===== src/rtl/sdclk_pkg.sv =====
package sdclk_pkg;
  typedef enum logic [1:0] {
    CC_NOP   = 2'd0,
    CC_STOP  = 2'd1,
    CC_START = 2'd2,
    CC_RSVD  = 2'd3
  } ccg_cmd_e;
endpackage


===== src/rtl/sdclk_divider.sv =====
module sdclk_divider #(
  parameter int EXP_W = 3
) (
  input  logic             clk,
  input  logic             rst,
  input  logic             run_i,
  input  logic             launch_i,
  input  logic             halt_i,
  input  logic             div_wr,
  input  logic [EXP_W-1:0] div_exp,
  output logic             card_clk,
  output logic             safe_o
);
  localparam int CNT_W = (1 << EXP_W) - 1;
  localparam logic [CNT_W-1:0] ONE = {{(CNT_W-1){1'b0}}, 1'b1};

  logic [EXP_W-1:0] exp_pend, exp_act;
  logic [CNT_W-1:0] cnt, half_m1;

  // half-period length minus one; wraps correctly at the largest exponent
  always_comb half_m1 = (ONE << exp_act) - ONE;

  // end of a low half: the only point where gating may close
  always_comb safe_o = !card_clk && (cnt == half_m1);

  always_ff @(posedge clk) begin
    if (rst) begin
      exp_pend <= '0;
      exp_act  <= '0;
    end else begin
      if (div_wr) exp_pend <= div_exp;
      if (launch_i) exp_act <= div_wr ? div_exp : exp_pend;
    end
  end

  always_ff @(posedge clk) begin
    if (rst) begin
      cnt      <= '0;
      card_clk <= 1'b0;
    end else if (launch_i) begin
      cnt      <= '0;
      card_clk <= 1'b1;
    end else if (halt_i || !run_i) begin
      cnt      <= '0;
      card_clk <= 1'b0;
    end else if (cnt == half_m1) begin
      cnt      <= '0;
      card_clk <= ~card_clk;
    end else begin
      cnt      <= cnt + ONE;
    end
  end

  AST_IDLE_LOW: assert property (@(posedge clk) disable iff (rst)
    !run_i |-> !card_clk);
  AST_START_HIGH: assert property (@(posedge clk) disable iff (rst)
    $rose(run_i) |-> card_clk);
  AST_STOP_LOW: assert property (@(posedge clk) disable iff (rst)
    $fell(run_i) |-> !card_clk && !$past(card_clk));
endmodule


===== src/rtl/sdclk_gate_ctrl.sv =====
module sdclk_gate_ctrl
  import sdclk_pkg::*;
(
  input  logic       clk,
  input  logic       rst,
  input  logic       ctl_wr,
  input  logic [1:0] ctl_code,
  input  logic       off_clr,
  input  logic       safe_i,
  output logic       launch_o,
  output logic       halt_o,
  output logic       running,
  output logic       off_evt,
  output logic       off_flag
);
  logic start_cmd, stop_cmd, stop_pend;

  always_comb begin
    start_cmd = ctl_wr && (ctl_code == CC_START);
    stop_cmd  = ctl_wr && (ctl_code == CC_STOP);
    launch_o  = start_cmd && !running;
    halt_o    = running && safe_i && (stop_cmd || (stop_pend && !start_cmd));
  end

  always_ff @(posedge clk) begin
    if (rst) begin
      running   <= 1'b0;
      stop_pend <= 1'b0;
      off_evt   <= 1'b0;
      off_flag  <= 1'b0;
    end else begin
      if (launch_o)    running <= 1'b1;
      else if (halt_o) running <= 1'b0;

      if (halt_o || !running || start_cmd) stop_pend <= 1'b0;
      else if (stop_cmd)                   stop_pend <= 1'b1;

      off_evt  <= halt_o;
      off_flag <= halt_o || (off_flag && !off_clr);
    end
  end

  AST_EVT_ONE_CYCLE: assert property (@(posedge clk) disable iff (rst)
    off_evt |=> !off_evt);
  AST_FLAG_WITH_EVT: assert property (@(posedge clk) disable iff (rst)
    off_evt |-> off_flag);
  AST_FLAG_CLR_ONLY: assert property (@(posedge clk) disable iff (rst)
    $fell(off_flag) |-> $past(off_clr));
  AST_EVT_ON_STOP: assert property (@(posedge clk) disable iff (rst)
    $fell(running) |-> off_evt);
endmodule


===== src/rtl/sdclk_gate.sv =====
module sdclk_gate #(
  parameter int EXP_W = 3
) (
  input  logic             clk,
  input  logic             rst,
  input  logic             ctl_wr,
  input  logic [1:0]       ctl_code,
  input  logic             div_wr,
  input  logic [EXP_W-1:0] div_exp,
  input  logic             off_clr,
  output logic             card_clk,
  output logic             clk_running,
  output logic             clk_off_pulse,
  output logic             clk_off_flag
);
  logic safe, launch, halt;

  sdclk_gate_ctrl u_ctrl (
    .clk      (clk),
    .rst      (rst),
    .ctl_wr   (ctl_wr),
    .ctl_code (ctl_code),
    .off_clr  (off_clr),
    .safe_i   (safe),
    .launch_o (launch),
    .halt_o   (halt),
    .running  (clk_running),
    .off_evt  (clk_off_pulse),
    .off_flag (clk_off_flag)
  );

  sdclk_divider #(.EXP_W(EXP_W)) u_div (
    .clk      (clk),
    .rst      (rst),
    .run_i    (clk_running),
    .launch_i (launch),
    .halt_i   (halt),
    .div_wr   (div_wr),
    .div_exp  (div_exp),
    .card_clk (card_clk),
    .safe_o   (safe)
  );

  AST_RESET_QUIET: assert property (@(posedge clk)
    $past(rst) |-> !card_clk && !clk_running && !clk_off_flag);
endmodule


===== config.mk =====
export PLATFORM = sky130hd
export DESIGN_NAME = sdclk_gate
export DESIGN_NICKNAME = d
export VERILOG_FILES = /design/src/rtl/sdclk_pkg.sv /design/src/rtl/sdclk_divider.sv /design/src/rtl/sdclk_gate_ctrl.sv /design/src/rtl/sdclk_gate.sv
export SDC_FILE = /design/constraint.sdc
export NUM_CORES = 1
export LEC_CHECK = 0
export ABC_AREA = 1
export CORE_UTILIZATION = 40
export CTS_BUF_LIST = sky130_fd_sc_hd__clkbuf_16
export DETAILED_ROUTE_END_ITERATION = 10
export PLACE_DENSITY_LB_ADDON = 0.2
export REMOVE_ABC_BUFFERS = 1
export SLEW_MARGIN = 20
export SYNTH_ARGS = -nofsm -noshare
export SYNTH_HDL_FRONTEND = slang
export SYNTH_SLANG_ARGS = --single-unit

===== constraint.sdc =====
create_clock -name clk -period 4.9 [get_ports clk]
set_clock_uncertainty 0.2 [all_clocks]
set_input_delay 0.735 -clock clk [delete_from_list [all_inputs] [get_ports clk]]
set_output_delay 0.735 -clock clk [all_outputs]
set_load 0.01 [all_outputs]

==> out/results.ini <==
[synthesis]
syn_inst=131
yosysTopAreaCell=dfxtp_1
synth.area.mux_share=0.0294
yosysWarnings=0
synthTopCellsByArea=dfxtp_1, nand2_1, nor2_1
avgSynthCellArea_sq_um=7.78
synth.most_common_cell=nand2_1
syn-cell-area_sq_um=1020
ys_seq_elements=18
synth-compound-area-share=0.0503
yosysSeqAreaShare=0.353
async_flop_share=0
synth_fa_ha_area_frac=0.0245
synthFlopType=dfxtp_1
synth-edff-count=0
synthSimpleGateAreaFrac=0.407
synth.top_cell.area_share=0.353
synth_common_cells=nand2_1, dfxtp_1, nor2_1, inv_1, nand3_1
synth.distinct_cells=30
synthXorXnorAreaFrac=0.0491
synth_top_family_by_area=simple AND/OR/NAND/NOR gates

[route]
drt_iter0_drc=4
wl_microns=1710
drt_pass1_iterations=4
drtAntennaViolNets=0
vias_per_cell=4.79
drc=0
wl_per_cell_microns=9.94
num_vias=824

[global_route]
first_global_vias=702
grt_max_degree=10
track_usage=0.150
grtUsageMet1=0.196
use_met3=0.0290
gr-usage-met2=0.219
overflow=0
grt.busiest_layer=met2
antenna_found_initial=0
grt_pass1_wl_microns=2930

[clock_tree]
clk_latency_ps=250
clkSinkCount=18
post-cts-setup-buffer-count=0
cts_resized=0
cts_buffer_depth=2
cts_tree=done
cts_made_buffers=3
root_buffer=clkbuf_16
ctsHtreeMaxLevel=1
cts_hold_buf=0
clkSlewWorstSetupHoldPaths_ps=50

[worst_setup_path]
crit_family=buffers and inverters
path_class=flip-flop to output pin
slowest_delay_ps=600
rrSetupSlack_ps=2820
cp_max_fo=8
cp-end-kind=output pin
crit_arrival_ps=1370
worst_ep_required_time_ps=3960
path_buf_inv=1
start_kind=flip-flop
cp_cell_sequence=clkdlybuf4s50_1
slowest_stage=clkdlybuf4s50_1

[worst_hold_path]
hold_path.class=flip-flop to flip-flop

[die]
die_area_sq_um=2760
start_util=0.444
io_pins=14
core_area_sq_um=2300
die_y_microns=52.5
rows=17
die_w_microns=52.5

[timing]
slew_headroom=0.659
fin_crit_sh=0.469
tns_ps=0
fmax_mhz=435
rsz0062_at_grt=no
setup_viol_count_final=0
finalHoldViolations=0
report.final.slew_viol_count=0
min_period_ps=2300
worst_pin_slew_ps=509

[power]
p_per_area_nw_per_um2=308
total_power_mw=0.379
leakagePower_nw=0.496
ir_drop_mv=0.254

[place]
placed_cell_area_sq_um=1150
dp_hpwl_microns=1360
portBuffers=13
finalWeightedCongestion=0.773

[status]
status=finished clean

[final_layout]
n_antenna_cell=0
syn2layout_area_growth_pct=20.6
final_nets=158
drive_gt1_frac=0.160
final_area_sq_um=1230

[run]
drv_cap=0

==> worst paths after layout <==
kind | cells past startpoint | startpoint | endpoint
worst max register to register | 11 | u_div.exp_act[2]$_SDFFE_PP0P_ | u_div.card_clk$_SDFFE_PP0P_
worst max-delay path | 1 | u_ctrl.running$_SDFFE_PP0P_ | clk_running
worst min-delay path | 2 | u_ctrl.off_flag$_SDFF_PP0_ | u_ctrl.off_flag$_SDFF_PP0_
worst min register to register | 2 | u_ctrl.off_flag$_SDFF_PP0_ | u_ctrl.off_flag$_SDFF_PP0_
==> cell type report <==
class | instances | area, sq um
sequential | 18 | 360
fill | 227 | 1070
clock buffer | 3 | 75.1
tap | 28 | 35.0
timing repair buffer | 13 | 130
inverter | 14 | 57.6
multi-input combinational | 96 | 572
==> report_power, final <==
part	switching (mW)	total, mW	internal, mW	leakage, nW
sequential	0.00571	0.157	0.151	0.146
clock	0.0514	0.159	0.107	0.0370
combinational	0.0350	0.0638	0.0288	0.313
total	0.0921	0.379	0.287	0.496
==> per-layer routing <==
| layer | vias to the layer above | part of all wire |
|---|---|---|
| met5 | - | 0 |
| met3 | 5 | 0.035 |
| li1 | 443 | - |
| met2 | 15 | 0.43 |
| met4 | 0 | 0.027 |
| met1 | 361 | 0.51 |
==> sequential cells by signal, indices dropped and copies added, names as in the netlist <==
signal / flops
u_div.card_clk: 1
u_ctrl.running: 1
u_div.exp_act: 3
u_div.cnt: 7
u_ctrl.off_evt: 1
u_ctrl.stop_pend: 1
u_ctrl.off_flag: 1
u_div.exp_pend: 3
==> cell families after synthesis <==
group                      Yosys count
DFF                                 18
buffers and inverters               17
xor gates and xnor gates             4
and+or+nand+nor                     79
adders and majority gates            2
AOI/OAI and AO/OA                    8
muxes                                3
==> per-stage QoR <==
stage          utilization  hold slack (ps)  setup slack, ps  instances
2_1_floorplan            -              252             3000        128
3_3_place_gp         0.503              270             2590        169
3_5_place_dp         0.503              280             2560        169
4_1_cts              0.535              290             2600        172
5_1_grt              0.535              306             2550        172
6_report             0.535              287             2600        172
==> placed cells by master (no fill, tap or decap), drive strengths merged <==
master         netlist  layout
clkbuf               0       3
clkdlybuf4s50        0      13
nand4                3       3
o22ai                1       1
nor3b                1       1
a21oi                3       3
dfxtp               18      18
o21bai               1       1
xor2                 2       2
a211oi               3       3
nor2                21      21
mux2i                3       3
nand3b               1       1
xnor2                2       2
nand3               12      12
nor3                 2       2
inv                 14      14
nand2               39      39
ha                   2       2
No activity file was read; power rests on OpenSTA's default activity.
